--- src/rtl/lapic_timer_pkg.sv ---
package lapic_timer_pkg;
  localparam int unsigned VEC_W      = 8;
  localparam int unsigned DIV_CODE_W = 3;
  localparam int unsigned SHIFT_W    = 3;
  localparam int unsigned MASK_POS   = 16;
  localparam int unsigned MODE_POS   = 17;

  typedef enum logic [1:0] {
    REG_LVT  = 2'd0,
    REG_DIV  = 2'd1,
    REG_INIT = 2'd2,
    REG_CUR  = 2'd3
  } reg_sel_e;

  typedef struct packed {
    logic             periodic;
    logic             masked;
    logic [VEC_W-1:0] vector;
  } lvt_t;

  // code 7 is the divide-by-1 escape; the rest divide by 2^(code+1)
  function automatic logic [SHIFT_W-1:0] div_shift(input logic [DIV_CODE_W-1:0] code);
    return (code == '1) ? '0 : SHIFT_W'(code) + SHIFT_W'(1);
  endfunction
endpackage

--- src/rtl/lapic_timer_regs.sv ---
module lapic_timer_regs
  import lapic_timer_pkg::*;
#(
  parameter int unsigned DATA_W = 32,
  parameter int unsigned CNT_W  = 32
) (
  input  logic                  clk_i,
  input  logic                  rst_ni,
  input  logic                  we_i,
  input  logic [1:0]            addr_i,
  input  logic [DATA_W-1:0]     wdata_i,
  input  logic [CNT_W-1:0]      cur_cnt_i,
  output lvt_t                  lvt_o,
  output logic [SHIFT_W-1:0]    shift_o,
  output logic [CNT_W-1:0]      init_o,
  output logic                  load_o,
  output logic [DATA_W-1:0]     rdata_o
);
  lvt_t                  lvt_q;
  logic [DIV_CODE_W-1:0] div_q;
  logic [SHIFT_W-1:0]    shift_q;
  logic [CNT_W-1:0]      init_q;
  reg_sel_e              sel;

  assign sel    = reg_sel_e'(addr_i);
  assign load_o = we_i && (sel == REG_INIT);

  always_ff @(posedge clk_i or negedge rst_ni) begin
    if (!rst_ni) begin
      lvt_q   <= '{periodic: 1'b0, masked: 1'b1, vector: '0};
      div_q   <= '0;
      shift_q <= '0;
      init_q  <= '0;
    end else if (we_i) begin
      unique case (sel)
        REG_LVT: begin
          lvt_q.vector   <= wdata_i[VEC_W-1:0];
          lvt_q.masked   <= wdata_i[MASK_POS];
          lvt_q.periodic <= wdata_i[MODE_POS];
        end
        REG_DIV: begin
          div_q   <= wdata_i[DIV_CODE_W-1:0];
          shift_q <= div_shift(wdata_i[DIV_CODE_W-1:0]);
        end
        REG_INIT: init_q <= wdata_i[CNT_W-1:0];
        default: ;
      endcase
    end
  end

  always_comb begin
    rdata_o = '0;
    unique case (sel)
      REG_LVT: begin
        rdata_o[VEC_W-1:0] = lvt_q.vector;
        rdata_o[MASK_POS]  = lvt_q.masked;
        rdata_o[MODE_POS]  = lvt_q.periodic;
      end
      REG_DIV:  rdata_o = DATA_W'(div_q);
      REG_INIT: rdata_o = DATA_W'(init_q);
      REG_CUR:  rdata_o = DATA_W'(cur_cnt_i);
      default:  rdata_o = '0;
    endcase
  end

  assign lvt_o   = lvt_q;
  assign shift_o = shift_q;
  assign init_o  = init_q;
endmodule

--- src/rtl/lapic_timer_prescale.sv ---
module lapic_timer_prescale
  import lapic_timer_pkg::*;
#(
  parameter int unsigned TB_W = 40
) (
  input  logic               clk_i,
  input  logic               rst_ni,
  input  logic               load_i,
  input  logic [SHIFT_W-1:0] shift_i,
  output logic               tick_o
);
  logic [TB_W-1:0] now_q;
  logic [TB_W-1:0] load_q;
  logic [TB_W-1:0] since_load;
  logic [TB_W-1:0] low_mask;

  always_ff @(posedge clk_i or negedge rst_ni) begin
    if (!rst_ni) begin
      now_q  <= '0;
      load_q <= '0;
    end else begin
      now_q <= now_q + TB_W'(1);
      // first cycle after the write sees zero elapsed cycles
      if (load_i) load_q <= now_q + TB_W'(1);
    end
  end

  assign since_load = now_q - load_q;
  assign low_mask   = (TB_W'(1) << shift_i) - TB_W'(1);
  // a tick completes when the cycle count since load crosses a 2^shift boundary
  assign tick_o     = ((since_load + TB_W'(1)) & low_mask) == '0;
endmodule

--- src/rtl/lapic_timer_core.sv ---
module lapic_timer_core
  import lapic_timer_pkg::*;
#(
  parameter int unsigned CNT_W = 32
) (
  input  logic             clk_i,
  input  logic             rst_ni,
  input  logic             tick_i,
  input  logic             load_i,
  input  logic [CNT_W-1:0] load_val_i,
  input  logic [CNT_W-1:0] init_i,
  input  lvt_t             lvt_i,
  output logic             irq_o,
  output logic [VEC_W-1:0] irq_vec_o,
  output logic [CNT_W-1:0] cur_o
);
  logic             armed_q;
  logic [CNT_W-1:0] phase_q;
  logic             irq_q;
  logic [VEC_W-1:0] vec_q;
  logic             zero_period;
  logic             expire;

  assign zero_period = lvt_i.periodic && (init_i == '0);
  assign expire      = armed_q && tick_i && !load_i && !zero_period && (phase_q == init_i);

  always_ff @(posedge clk_i or negedge rst_ni) begin
    if (!rst_ni) begin
      armed_q <= 1'b0;
      phase_q <= '0;
    end else if (load_i) begin
      phase_q <= '0;
      armed_q <= !(lvt_i.periodic && (load_val_i == '0));
    end else if (armed_q && tick_i) begin
      if (phase_q == init_i) begin
        phase_q <= '0;
        if (!lvt_i.periodic) armed_q <= 1'b0;
      end else begin
        phase_q <= phase_q + CNT_W'(1);
      end
    end
  end

  always_ff @(posedge clk_i or negedge rst_ni) begin
    if (!rst_ni) begin
      irq_q <= 1'b0;
      vec_q <= '0;
    end else begin
      irq_q <= expire && !lvt_i.masked;
      if (expire) vec_q <= lvt_i.vector;
    end
  end

  assign irq_o     = irq_q;
  assign irq_vec_o = vec_q;
  assign cur_o     = armed_q ? (init_i - phase_q) : '0;
endmodule

--- src/rtl/lapic_timer.sv ---
module lapic_timer
  import lapic_timer_pkg::*;
#(
  parameter int unsigned DATA_W = 32,
  parameter int unsigned CNT_W  = 32,
  parameter int unsigned TB_W   = 40
) (
  input  logic              clk_i,
  input  logic              rst_ni,
  input  logic              reg_we_i,
  input  logic [1:0]        reg_addr_i,
  input  logic [DATA_W-1:0] reg_wdata_i,
  output logic [DATA_W-1:0] reg_rdata_o,
  output logic              irq_o,
  output logic [VEC_W-1:0]  irq_vec_o
);
  lvt_t               lvt;
  logic [SHIFT_W-1:0] shift;
  logic [CNT_W-1:0]   init_q;
  logic [CNT_W-1:0]   cur_cnt;
  logic               load;
  logic               tick;

  lapic_timer_regs #(.DATA_W(DATA_W), .CNT_W(CNT_W)) regs_i (
    .clk_i     (clk_i),
    .rst_ni    (rst_ni),
    .we_i      (reg_we_i),
    .addr_i    (reg_addr_i),
    .wdata_i   (reg_wdata_i),
    .cur_cnt_i (cur_cnt),
    .lvt_o     (lvt),
    .shift_o   (shift),
    .init_o    (init_q),
    .load_o    (load),
    .rdata_o   (reg_rdata_o)
  );

  lapic_timer_prescale #(.TB_W(TB_W)) prescale_i (
    .clk_i   (clk_i),
    .rst_ni  (rst_ni),
    .load_i  (load),
    .shift_i (shift),
    .tick_o  (tick)
  );

  lapic_timer_core #(.CNT_W(CNT_W)) core_i (
    .clk_i      (clk_i),
    .rst_ni     (rst_ni),
    .tick_i     (tick),
    .load_i     (load),
    .load_val_i (reg_wdata_i[CNT_W-1:0]),
    .init_i     (init_q),
    .lvt_i      (lvt),
    .irq_o      (irq_o),
    .irq_vec_o  (irq_vec_o),
    .cur_o      (cur_cnt)
  );
endmodule

--- config.mk ---
export PLATFORM = sky130hd
export DESIGN_NAME = lapic_timer
export DESIGN_NICKNAME = d
export VERILOG_FILES = /design/src/rtl/lapic_timer_pkg.sv /design/src/rtl/lapic_timer_regs.sv /design/src/rtl/lapic_timer_prescale.sv /design/src/rtl/lapic_timer_core.sv /design/src/rtl/lapic_timer.sv
export SDC_FILE = /design/constraint.sdc
export NUM_CORES = 1
export LEC_CHECK = 0
export ABC_AREA = 1
export BUFFER_PORTS_ARGS = -buffer_cell sky130_fd_sc_hd__buf_2
export CORE_MARGIN = 10
export CORE_UTILIZATION = 40
export CTS_BUF_LIST = sky130_fd_sc_hd__clkbuf_2
export CTS_CLUSTER_SIZE = 14
export DETAILED_ROUTE_END_ITERATION = 7
export PLACE_DENSITY = 0.61
export SLEW_MARGIN = 5
export SYNTH_ARGS = -nofsm -noshare
export SYNTH_HDL_FRONTEND = slang
export SYNTH_HIERARCHICAL = 1
export SYNTH_SLANG_ARGS = --single-unit
--- constraint.sdc ---
create_clock -name clk_i -period 6.2 [get_ports clk_i]
set_clock_uncertainty 0.05 [all_clocks]
set_input_delay 0.31 -clock clk_i [delete_from_list [all_inputs] [get_ports clk_i]]
set_output_delay 0.31 -clock clk_i [all_outputs]
set_load 0.01 [all_outputs]
==> run_results.csv <==
group,metric,value,unit
status,status,"completed",
cells_and_area,nets,2191,
clock_tree,htree_levels,4,
die,dieArea,40300,sq um
global_route,antenna_found_initial,2,
yosys,synth_xor_xnor_area_share,0.0401,
die,rows,66,
placed_design,placedCellCount,2424,
yosys,avgSynthCellArea,6.77,sq um
cells_and_area,post_layout_nonfiller_instances,2495,
power_and_ir_drop,p_int,1.81,mW
timing,rsz0062_at_grt,"false",
timing,hold_ws,0.0372,ns
timing,period_minus_slack,3.92,ns
die,fp.dieH,201,um
worst_setup_path,worstPathMaxFanout,4,
worst_setup_path,worstPathCellList,"inv_1 -> ha_1 -> fa_1 -> o21ai_0 -> nand2_1 -> nand2_1 -> nand2_1 -> nand4_1 -> nand2_1 -> nor2_1 -> nand2_1 -> nand2_1 -> buf_2",
yosys,synth_cell_type_count,43,
global_route,grt_pass1_wl,65500,um
global_route,track_usage,0.201,
global_route,grt_max_degree,85,
worst_hold_path,hold_class,"primary input to asynchronous set/reset pin",
timing,tns,0,ns
clock_tree,clk_pin_slew,0.29,ns
power_and_ir_drop,vdd_ir_drop_max,0.155,mV
yosys,synth_nets,2083,
global_route,grt_pass1_vias,12200,
placed_design,port_buffers,77,
cells_and_area,final_util,0.448,
yosys,yosys.area.top_type,"dfrtp_1",
clock_tree,numCtsBuffers,17,
global_route,grt_overflow,0,
job,drv_cap,0,
worst_setup_path,max_stage_delay,0.46,ns
power_and_ir_drop,seqPwrFrac,0.411,
clock_tree,post_cts_buffers,0,
worst_setup_path,cp.required,5.84,ns
yosys,synthTopCellsByCount,"nand2_1 (721), inv_1 (267), nor2_1 (176), dfrtp_1 (169), nand3_1 (121)",
power_and_ir_drop,p_per_area,218,nW/um^2
timing,hold_violations,0,
cells_and_area,area_delta_synth_final,11.1,%
power_and_ir_drop,combPwrFrac,0.374,
yosys,synth.mux.area_fraction,0,
detailed_routing,vias,12500,
worst_setup_path,critPathLaunchType,"flop",
yosys,synth_edf_count,0,
detailed_routing,drc_errors,0,
detailed_routing,via_per_inst,5.00,
cells_and_area,fillCellCount,3440,
die,pin_count,78,
timing,setup_violations,0,
timing,fin_crit_sh,0.633,
clock_tree,cts_buffer_depth,2,
cells_and_area,drive_above_1_share,0.0878,
timing,slew_violations,0,
die,initial_core_util,0.404,
timing,slew_headroom,0.221,
yosys,synth_top_family_by_area,"simple AND/OR/NAND/NOR gates",
yosys,yosys.area_share.adder,0.112,
yosys,synth.cell_area,13100,sq um
power_and_ir_drop,p_leak,7.87,nW
yosys,ys_warn_count,6,
timing,worst_pin_slew,1.17,ns
yosys,synth_compound_area_frac,0.0478,
timing,max_freq,0.255,GHz
die,design.core.area,32400,sq um
detailed_routing,drt_pre_antenna_iters,5,
yosys,ys_ff_latch,170,
worst_setup_path,end_kind,"output pin",
power_and_ir_drop,switching_share,0.428,
die,die_x,201,um
worst_setup_path,crit_top_cell,"nand2_1",
detailed_routing,avgRoutedWirePerCell,16.2,um
clock_tree,cts_tree,"built",
yosys,ys_seq_area_frac,0.326,
yosys,syn_inst,1930,
clock_tree,clk_latency,0.81,ns
placed_design,gp_congestion,0.962,
yosys,synthSimpleGateAreaFrac,0.378,
placed_design,hpwl,31700,um
detailed_routing,wirelength,40400,um
detailed_routing,drtAntennaViolNets,0,
worst_setup_path,critPathKind,"flop to output pin",
yosys,synthFlopType,"dfrtp_1",
yosys,synthArstFlopShare,1.00,
detailed_routing,dr.first_iter.drc_count,873,
worst_setup_path,arrival,3.56,ns
power_and_ir_drop,power.share.clock,0.216,
yosys,synth_top_area_frac,0.324,
yosys,ys_top_cells_by_area,"dfrtp_1 (32%), nand2_1 (21%), ha_1 (11%), inv_1 (7.7%), nor2_1 (5.1%)",
worst_setup_path,critPathSlowestCell,"o21ai_0",
yosys,yosysMostFrequentCell,"nand2_1",
clock_tree,cts_sinks,170,
power_and_ir_drop,switchingPower,1.35,mW
clock_tree,cts_root_buffer,"clkbuf_2",
cells by family after synthesis:
group / count (synthesis)
compound gates: 121
xor+xnor: 59
fa+ha+maj: 116
buf+inv: 313
flops: 170
simple gates: 1151
critical path, delay by kind of cell (launching register included):
family	cells	cell delay, ns
AO/OA/AOI/OAI	1	0.46
adder cells (fa/ha/maj)	2	0.66
buffers and inverters	2	0.23
flip-flops	1	0.45
AND/OR/NAND/NOR	8	0.96
path summary, 6_finish.rpt:
check	startpoint	to	slack, ns	cells after the start
min	rst_ni	prescale_i/load_q[34]	0.04	2
min in group clk_i	reg_wdata_i[31]	regs_i/init_o[31]	0.20	4
min reg2reg	regs_i/lvt_o[8]	regs_i/lvt_o[8]	0.44	2
max	regs_i/init_o[0]	reg_rdata_o[24]	2.28	13
max in group asynchronous	rst_ni	regs_i/init_o[8]	4.87	3
max reg2reg	prescale_i/now_q[1]	core_i/phase_q[22]	2.36	27
metrics by stage:
stage | total power, mW | worst slack, ns | cell area [sq um]
finish | 3.17 | 2.28 | 14500
global route | 3.41 | 1.93 | 14500
CTS | 3.18 | 2.23 | 14500
detailed placement | 2.46 | 2.37 | 13900
global placement | 2.46 | 2.46 | 13900
floorplan | 2.09 | 2.99 | 13100
routing by layer:
layer / vias to the layer above / wire length [um] / track usage
met5: - / 0 / 0
met4: 0 / 602 / 0.0463
met3: 45 / 1990 / 0.0263
met2: 308 / 17500 / 0.309
met1: 5868 / 20300 / 0.293
li1: 6247 / - / -
repair_timing:
item / in CTS / in global routing
endpoints found under the hold margin: 131 / 0
resized for setup: 0 / 0
hold buffers: 37 / 0
endpoints found under the setup margin: 0 / 0
registers in the layout (all words and copies together) (netlist names):
register and cells:
prescale_i/load_q 40, prescale_i/now_q 40, core_i/phase_q 32, regs_i/init_o 32
regs_i/lvt_o 10, core_i/irq_vec_o 8, regs_i/div_q 3, regs_i/shift_o 3
core_i/armed_q 1, core_i/irq_o 1
power by group through the flow:
stage / combinational (mW) / sequential, mW / clock, mW
6_report: 1.18 / 1.30 / 0.683
5_1_grt: 1.35 / 1.31 / 0.751
4_1_cts: 1.17 / 1.30 / 0.708
3_5_place_dp: 1.15 / 1.32 / 0
3_3_place_gp: 1.14 / 1.32 / 0
2_1_floorplan: 0.837 / 1.25 / 0
cells in the final DEF, fill, tap and decap left out, drive strengths merged, types with 7 or more instances in the layout:
| master | n |
|---|---|
| xnor2 | 22 |
| inv | 285 |
| nand2 | 736 |
| ha | 114 |
| nor3 | 41 |
| nand3 | 126 |
| xor2 | 37 |
| a21oi | 57 |
| dfrtp | 169 |
| o21ai | 55 |
| nand4 | 34 |
| nor2 | 195 |
| nor4 | 7 |
| clkbuf | 18 |
| buf | 83 |
| dlygate4sd3 | 37 |
layout make-up:
type                    count  area, sq um  share of cell area
diodes                      2         5.00            0.000345
clock buffers              18         90.1             0.00621
inverters                 282         1060              0.0733
flip-flops and latches    170         4260               0.293
repair buffers            120          807              0.0556
well taps                 442          553              0.0381
multi-input cells        1447         7560               0.521
clock inverters            14          184              0.0127
Power figures use the tool's default switching activity.
